File: src/rtl/spi24_pkg.sv
package spi24_pkg;

    localparam int BYTE_W = 8;
    localparam logic [BYTE_W-1:0] FILL_BYTE = '1;

    typedef enum logic [2:0] {
        ST_IDLE,
        ST_SETUP,
        ST_HIGH,
        ST_LOW,
        ST_TAIL,
        ST_GAP
    } xfer_state_t;

endpackage

File: src/rtl/spi24_phase_timer.sv
module spi24_phase_timer #(
    parameter int HALF_DIV = 4
) (
    input  logic clk,
    input  logic rst,
    input  logic run,
    output logic tick
);
    localparam int CNT_W = (HALF_DIV > 1) ? $clog2(HALF_DIV) : 1;

    logic [CNT_W-1:0] cnt_q;

    // The count restarts whenever a phase ends, so each phase lasts HALF_DIV clocks.
    assign tick = run && (cnt_q == CNT_W'(HALF_DIV - 1));

    always_ff @(posedge clk) begin
        if (rst || !run || tick) begin
            cnt_q <= '0;
        end else begin
            cnt_q <= cnt_q + 1'b1;
        end
    end

    generate
        if (HALF_DIV > 1) begin : g_spacing

            tick_spacing_chk: assert property (@(posedge clk) disable iff (rst)
                tick |=> !tick);
        end
    endgenerate

endmodule

File: src/rtl/spi24_byte_shifter.sv
module spi24_byte_shifter #(
    parameter int BYTE_W = 8
) (
    input  logic              clk,
    input  logic              rst,
    input  logic              load,
    input  logic [BYTE_W-1:0] load_byte,
    input  logic              shift,
    input  logic              sample,
    input  logic              miso,
    output logic              mosi_bit,
    output logic [BYTE_W-1:0] rx_byte,
    output logic              last_bit
);
    localparam int BIT_W = $clog2(BYTE_W);

    logic [BYTE_W-1:0] tx_q;
    logic [BYTE_W-1:0] rx_q;
    logic [BIT_W-1:0]  bit_q;

    always_ff @(posedge clk) begin
        if (rst) begin
            tx_q  <= '0;
            rx_q  <= '0;
            bit_q <= '0;
        end else begin
            if (load) begin
                tx_q  <= load_byte;
                bit_q <= '0;
            end else if (shift) begin
                tx_q  <= {tx_q[BYTE_W-2:0], 1'b0};
                bit_q <= bit_q + 1'b1;
            end
            if (sample) begin
                rx_q <= {rx_q[BYTE_W-2:0], miso};
            end
        end
    end

    assign mosi_bit = tx_q[BYTE_W-1];
    assign rx_byte  = rx_q;
    assign last_bit = (bit_q == BIT_W'(BYTE_W - 1));


    always_comb begin
        if (!rst) begin
            load_shift_excl_chk: assert (!(load && shift));
        end
    end

endmodule

File: src/rtl/spi24_frame_ctrl.sv
module spi24_frame_ctrl
    import spi24_pkg::*;
#(
    parameter int ADDR_W       = 7,
    parameter int DATA_W       = 24,
    parameter int DESELECT_CYC = 2
) (
    input  logic              clk,
    input  logic              rst,
    input  logic              req_start,
    input  logic              req_read,
    input  logic [ADDR_W-1:0] req_addr,
    input  logic [DATA_W-1:0] req_wdata,
    input  logic              tick,
    input  logic              last_bit,
    input  logic [BYTE_W-1:0] rx_byte,
    output logic              timer_run,
    output logic              sh_load,
    output logic [BYTE_W-1:0] sh_load_byte,
    output logic              sh_shift,
    output logic              sh_sample,
    output logic              busy,
    output logic              done,
    output logic [DATA_W-1:0] rd_data,
    output logic              sclk,
    output logic              cs_n
);
    localparam int WORD_BYTES  = DATA_W / BYTE_W;
    localparam int FRAME_BYTES = WORD_BYTES + 1;
    localparam int IDX_W       = $clog2(FRAME_BYTES);
    localparam int GAP_W       = (DESELECT_CYC > 1) ? $clog2(DESELECT_CYC + 1) : 1;
    localparam int HI_W        = GAP_W + 1;
    localparam logic [IDX_W-1:0] LAST_IDX = IDX_W'(FRAME_BYTES - 1);

    xfer_state_t state_q, state_nx;

    logic              rd_q;
    logic [DATA_W-1:0] wdata_q;
    logic [IDX_W-1:0]  idx_q;
    logic [GAP_W-1:0]  gap_q;
    logic [DATA_W-1:0] rd_data_q;
    logic [BYTE_W-1:0] next_byte;
    logic              byte_end;
    logic              cs_n_q, sclk_q, busy_q, done_q;

    // Pick the byte that follows the one just finished.
    always_comb begin
        next_byte = FILL_BYTE;
        if (!rd_q) begin
            for (int k = 0; k < WORD_BYTES; k++) begin
                if (idx_q == IDX_W'(k)) begin
                    next_byte = wdata_q[DATA_W-1-BYTE_W*k -: BYTE_W];
                end
            end
        end
    end

    // Next-state and strobe logic.
    always_comb begin
        state_nx     = state_q;
        sh_load      = 1'b0;
        sh_shift     = 1'b0;
        sh_sample    = 1'b0;
        sh_load_byte = next_byte;
        byte_end     = 1'b0;
        unique case (state_q)
            ST_IDLE: begin
                if (req_start) begin
                    state_nx     = ST_SETUP;
                    sh_load      = 1'b1;
                    sh_load_byte = BYTE_W'({req_addr, req_read});
                end
            end
            ST_SETUP, ST_LOW: begin
                if (tick) begin
                    state_nx  = ST_HIGH;
                    sh_sample = 1'b1;
                end
            end
            ST_HIGH: begin
                if (tick) begin
                    if (last_bit) begin
                        byte_end = 1'b1;
                        if (idx_q == LAST_IDX) begin
                            state_nx = ST_TAIL;
                        end else begin
                            state_nx = ST_LOW;
                            sh_load  = 1'b1;
                        end
                    end else begin
                        state_nx = ST_LOW;
                        sh_shift = 1'b1;
                    end
                end
            end
            ST_TAIL: begin
                if (tick) begin
                    state_nx = ST_GAP;
                end
            end
            ST_GAP: begin
                if (gap_q == GAP_W'(DESELECT_CYC - 1)) begin
                    state_nx = ST_IDLE;
                end
            end
            default: state_nx = ST_IDLE;
        endcase
    end

    assign timer_run = (state_q == ST_SETUP) || (state_q == ST_HIGH) ||
                       (state_q == ST_LOW)   || (state_q == ST_TAIL);

    // State register.
    always_ff @(posedge clk) begin
        if (rst) begin
            state_q <= ST_IDLE;
        end else begin
            state_q <= state_nx;
        end
    end

    // Request latch, byte index, gap count and read capture.
    always_ff @(posedge clk) begin
        if (rst) begin
            rd_q      <= 1'b0;
            wdata_q   <= '0;
            idx_q     <= '0;
            gap_q     <= '0;
            rd_data_q <= '0;
        end else begin
            if (state_q == ST_IDLE && req_start) begin
                rd_q    <= req_read;
                wdata_q <= req_wdata;
                idx_q   <= '0;
            end else if (byte_end) begin
                idx_q <= idx_q + 1'b1;
                if (rd_q && idx_q != '0) begin
                    rd_data_q <= {rd_data_q[DATA_W-BYTE_W-1:0], rx_byte};
                end
            end
            if (state_q == ST_GAP) begin
                gap_q <= gap_q + 1'b1;
            end else begin
                gap_q <= '0;
            end
        end
    end

    // Registered pin outputs, aligned with the state register.
    always_ff @(posedge clk) begin
        if (rst) begin
            cs_n_q <= 1'b1;
            sclk_q <= 1'b0;
            busy_q <= 1'b0;
            done_q <= 1'b0;
        end else begin
            cs_n_q <= !((state_nx == ST_SETUP) || (state_nx == ST_HIGH) ||
                        (state_nx == ST_LOW)   || (state_nx == ST_TAIL));
            sclk_q <= (state_nx == ST_HIGH);
            busy_q <= (state_nx != ST_IDLE);
            done_q <= (state_q == ST_TAIL) && tick;
        end
    end

    assign cs_n    = cs_n_q;
    assign sclk    = sclk_q;
    assign busy    = busy_q;
    assign done    = done_q;
    assign rd_data = rd_data_q;

    // Count of consecutive deselected cycles, used only by the gap check.
    logic [HI_W-1:0] hi_cnt_q;
    always_ff @(posedge clk) begin
        if (rst) begin
            hi_cnt_q <= HI_W'(DESELECT_CYC);
        end else if (cs_n_q) begin
            if (hi_cnt_q < HI_W'(DESELECT_CYC)) begin
                hi_cnt_q <= hi_cnt_q + 1'b1;
            end
        end else begin
            hi_cnt_q <= '0;
        end
    end

    logic rst_d_q;
    always_ff @(posedge clk) begin
        rst_d_q <= rst;
    end


    always_comb begin
        if (rst_d_q) begin
            reset_idle_chk: assert (cs_n_q && !sclk_q && !busy_q && !done_q);
        end
    end


    sclk_idle_chk: assert property (@(posedge clk) disable iff (rst)
        cs_n_q |-> !sclk_q);


    done_pulse_chk: assert property (@(posedge clk) disable iff (rst)
        done_q |=> !done_q);


    done_release_chk: assert property (@(posedge clk) disable iff (rst)
        done_q |-> $rose(cs_n_q));


    start_ignored_chk: assert property (@(posedge clk) disable iff (rst)
        (busy_q && req_start) |=> ($stable(wdata_q) && $stable(rd_q)));


    rd_hold_chk: assert property (@(posedge clk) disable iff (rst)
        (!busy_q || !rd_q) |=> $stable(rd_data_q));


    deselect_chk: assert property (@(posedge clk) disable iff (rst)
        $fell(cs_n_q) |-> (hi_cnt_q >= HI_W'(DESELECT_CYC)));

endmodule

File: src/rtl/spi24_reg_master.sv
module spi24_reg_master
    import spi24_pkg::*;
#(
    parameter int HALF_DIV     = 4,
    parameter int ADDR_W       = 7,
    parameter int DATA_W       = 24,
    parameter int DESELECT_CYC = 2
) (
    input  logic              clk,
    input  logic              rst,
    input  logic              req_start,
    input  logic              req_read,
    input  logic [ADDR_W-1:0] req_addr,
    input  logic [DATA_W-1:0] req_wdata,
    output logic              busy,
    output logic              done,
    output logic [DATA_W-1:0] rd_data,
    output logic              sclk,
    output logic              cs_n,
    output logic              mosi,
    input  logic              miso
);
    logic              timer_run;
    logic              tick;
    logic              sh_load;
    logic [BYTE_W-1:0] sh_load_byte;
    logic              sh_shift;
    logic              sh_sample;
    logic              sh_mosi;
    logic [BYTE_W-1:0] rx_byte;
    logic              last_bit;

    spi24_phase_timer #(
        .HALF_DIV(HALF_DIV)
    ) u_timer (
        .clk  (clk),
        .rst  (rst),
        .run  (timer_run),
        .tick (tick)
    );

    spi24_byte_shifter #(
        .BYTE_W(BYTE_W)
    ) u_shifter (
        .clk       (clk),
        .rst       (rst),
        .load      (sh_load),
        .load_byte (sh_load_byte),
        .shift     (sh_shift),
        .sample    (sh_sample),
        .miso      (miso),
        .mosi_bit  (sh_mosi),
        .rx_byte   (rx_byte),
        .last_bit  (last_bit)
    );

    spi24_frame_ctrl #(
        .ADDR_W       (ADDR_W),
        .DATA_W       (DATA_W),
        .DESELECT_CYC (DESELECT_CYC)
    ) u_ctrl (
        .clk          (clk),
        .rst          (rst),
        .req_start    (req_start),
        .req_read     (req_read),
        .req_addr     (req_addr),
        .req_wdata    (req_wdata),
        .tick         (tick),
        .last_bit     (last_bit),
        .rx_byte      (rx_byte),
        .timer_run    (timer_run),
        .sh_load      (sh_load),
        .sh_load_byte (sh_load_byte),
        .sh_shift     (sh_shift),
        .sh_sample    (sh_sample),
        .busy         (busy),
        .done         (done),
        .rd_data      (rd_data),
        .sclk         (sclk),
        .cs_n         (cs_n)
    );

    assign mosi = sh_mosi & ~cs_n;

endmodule

File: config.mk
export PLATFORM = sky130hd
export DESIGN_NAME = spi24_reg_master
export DESIGN_NICKNAME = d
export VERILOG_FILES = /design/src/rtl/spi24_pkg.sv /design/src/rtl/spi24_phase_timer.sv /design/src/rtl/spi24_byte_shifter.sv /design/src/rtl/spi24_frame_ctrl.sv /design/src/rtl/spi24_reg_master.sv
export SDC_FILE = /design/constraint.sdc
export NUM_CORES = 1
export LEC_CHECK = 0
export BUFFER_PORTS_ARGS = -buffer_cell sky130_fd_sc_hd__buf_4
export CORE_AREA = 4 4 92 94
export DETAILED_ROUTE_END_ITERATION = 6
export DIE_AREA = 0 0 96 98
export GPL_TIMING_DRIVEN = 0
export PLACE_DENSITY = 0.79
export SYNTH_ARGS = -nofsm -noshare
export SYNTH_HDL_FRONTEND = slang
export SYNTH_SLANG_ARGS = --single-unit
File: constraint.sdc
create_clock -name clk -period 1.6 [get_ports clk]
set_input_delay 0.08 -clock clk [delete_from_list [all_inputs] [get_ports clk]]
set_output_delay 0.08 -clock clk [all_outputs]
set_load 0.05 [all_outputs]
==> impl_metrics.py <==
metrics = {
    "clock_network": {
        "cts_buffer_depth": 2,
        "clockRootBuffer": "clkbuf_8",
        "insertion_delay_ns": 0.36,
        "h-tree-depth": 3,
        "cts-buffers-inserted": 9,
        "clock_sinks": 81,
        "cts_tree": "built",
        "clk_pin_slew_worst_paths_ns": 0.08,
    },
    "pwr": {
        "power.switching_mw": 1.03,
        "combPwrFrac": 0.123,
        "power.density_nw_per_um2": 878,
        "power.internal_mw": 3.35,
        "p_sw_frac": 0.235,
        "leakage_nw": 2.22,
        "ir_drop_mv": 0.572,
        "seqPwrFrac": 0.487,
        "clkPwrFrac": 0.391,
    },
    "route": {
        "drtIter0Drc": 154,
        "vias": 3028,
        "first_pass_iters": 5,
        "drtAntennaViolNets": 0,
        "avgRoutedWirePerCell_um": 15.2,
        "via_per_inst": 5.13,
        "routed_wl_um": 8980,
        "drc": 0,
    },
    "global_routing": {
        "grt_pass1_wl_um": 14400,
        "grt_pass1_vias": 3060,
        "antenna_found_initial": 0,
        "grt_max_degree": 13,
        "gr-total-overflow": 0,
        "grt.total_usage": 0.194,
    },
    "final_layout": {
        "fillers": 555,
        "fin_cells": 590,
        "nets": 528,
        "drive_gt1_frac": 0.332,
        "n_antenna_cell": 0,
        "area_growth_pct": 47.4,
        "final_cell_area_um2": 4990,
        "post-route-util": 0.652,
    },
    "job": {
        "timing.max_cap.violations": 0,
    },
    "logic_synthesis": {
        "synth_top_area_frac": 0.479,
        "yosysSeqAreaShare": 0.479,
        "synth.most_common_cell": "dfxtp_1",
        "synth_area_leaders": "dfxtp_1 48%, mux2i_1 13%, nand2_1 6.1%, nor2_1 5.4%, a21oi_1 4.3%",
        "synth_largest_area_cell": "dfxtp_1",
        "synth_async_sr_flop_share": 0,
        "synth_ff_type": "dfxtp_1",
        "synth.avg_cell_area_um2": 9.19,
        "synth-seq-cells": 81,
        "synthCells": 368,
        "ys_top_cells_by_count": "81 x dfxtp_1, 55 x nand2_1, 49 x nor2_1, 43 x mux2i_1, 29 x a21oi_1",
        "synth_cell_types": 38,
        "syn_nets": 412,
        "synth_edf_count": 0,
        "syn_area_um2": 3380,
        "yosys_warnings": 0,
    },
    "sta": {
        "max_freq_ghz": 0.586,
        "slew_headroom": 0.644,
        "maxSlewViolCount": 0,
        "tns_ns": -1.50,
        "rsz0062_at_grt": "yes",
        "setup_viol": 26,
        "setup_slack_ns": -0.106,
        "fin_skew_ns": 0.00718,
        "worst_pin_slew_ns": 0.533,
        "finalHoldViolCount": 0,
        "min_period_ns": 1.71,
        "fin_crit_sh": 1.07,
    },
    "critical_path": {
        "worstSetupStartpoint": "u_ctrl.state_q[0]",
        "rr_startpoint": "u_ctrl.state_q[0]",
        "r2r_end": "u_ctrl.rd_data[6]",
        "worstSetupPathType": "reg -> reg",
        "rrSetupSlack_ns": -0.11,
        "crit_path_end_kind": "flip-flop",
        "startpoint_type": "flip-flop",
        "crit_required_ns": 1.83,
        "setup.worst_path.end": "u_ctrl.rd_data[6]",
        "crit_arrival_ns": 1.94,
        "r2r_cells": 6,
        "cp_max_fo": 5,
    },
    "placed_design": {
        "place_hpwl_um": 5550,
        "io_buffer_count": 64,
        "dpl.cell_count": 534,
        "gp_congestion": 0.904,
        "dpl_cell_area_um2": 4010,
    },
    "min_path": {
        "hp-class": "in -> reg",
        "min_from": "rst",
    },
    "run_status": {
        "failed_checks": "negative setup slack",
        "status": "complete, but fails checks",
    },
    "die": {
        "core_area_um2": 7650,
        "num_io_pins": 65,
        "die_x_um": 96,
        "die_height_um": 98,
        "rows": 32,
        "die_area_um2": 9410,
        "initial_core_util": 0.442,
    },
}
## flip-flops by register name, indices dropped and copies added (netlist names), 2 cells and up
register / count
u_ctrl.state_q: 3
u_timer.cnt_q: 2
u_ctrl.idx_q: 2
u_ctrl.gap_q: 2
u_shifter.bit_q: 3
u_shifter.rx_byte: 8
u_ctrl.wdata_q: 24
u_ctrl.rd_data: 24
u_shifter.tx_q: 8
## worst max-delay path, stage by stage, from the launching register on
cell     delay (ns)
dfxtp_2        0.33
or4b_4         0.57
nand4_4        0.16
buf_6          0.13
buf_12         0.11
mux2i_2        0.21
nor2_1         0.07
## cells by family (layout without fill, tap and decap cells)
group	count (synthesis)	count (layout)	synth area share
adder cells (fa/ha/maj)	8	8	0.0296
flip-flops	81	81	0.479
buffers and inverters	29	149	0.0410
XOR/XNOR	3	3	0.00777
AO/OA/AOI/OAI	55	55	0.104
multiplexers	43	43	0.127
AND/OR/NAND/NOR	149	149	0.211
## timing repair
action	4_1_cts	5_1_grt
hold buffers	26	0
endpoints found under the hold margin	26	0
gates cloned	3	0
setup buffers	15	1
gates resized for setup	61	28
pin swaps	15	7
setup endpoints to repair	72	54
## per-layer routing
layer / GRT usage / vias up / part of all wire
li1: - / 1489 / -
met1: 0.230 / 1434 / 0.40
met2: 0.331 / 90 / 0.52
met3: 0.0493 / 15 / 0.055
met4: 0.0700 / 0 / 0.019
met5: 0 / - / 0
## power groups by stage
stage                     combinational (mW)  sequential (mW)  clock, mW
after CTS                              0.519             2.13       1.72
after global routing                   0.583             2.14       1.82
after floorplan                        0.237             2.18          0
after global placement                 0.394             2.17          0
final                                  0.538             2.13       1.71
after detailed placement               0.404             2.17          0
## placed cells by master, fill, tap and decap left out, types with 8 or more instances in the layout
cell and n:
nor2_1 48, buf_4 75, dlygate4sd3_1 26, nor2b_1 10, dfxtp_1 74, mux2i_1 39, clkbuf_1 8, clkbuf_8 13
nand2_1 55, a21oi_1 29
## layout make-up
class	count	area [um2]	share of cell area
plain buffers	20	158	0.0316
clock buffers	13	169	0.0339
clock inverters	2	60.1	0.0120
inverters	6	22.5	0.00451
multi-input cells	258	1870	0.374
flip-flops and latches	81	1630	0.327
well taps	102	128	0.0256
repair buffers	108	953	0.191
## worst min-delay path by stage
stage                     slack, ns  cells after the start                   end
final                          0.05                      3       u_ctrl.gap_q[1]
after global routing           0.05                      3     u_shifter.tx_q[5]
after CTS                      0.05                      3       u_ctrl.gap_q[0]
after detailed placement       0.33                      3    u_ctrl.wdata_q[14]
after global placement         0.32                      3  u_shifter.rx_byte[0]
after floorplan                0.22                      2     u_ctrl.wdata_q[0]
## stage by stage
| stage | total power [mW] | setup WS [ns] | hold slack, ns |
|---|---|---|---|
| floorplan | 2.42 | -0.0321 | 0.216 |
| global placement | 2.57 | -0.246 | 0.316 |
| detailed placement | 2.58 | -0.302 | 0.333 |
| CTS | 4.37 | -0.0988 | 0.0457 |
| global route | 4.55 | -0.174 | 0.0512 |
| finish | 4.38 | -0.106 | 0.0489 |
(Power assumes the default switching activity.)
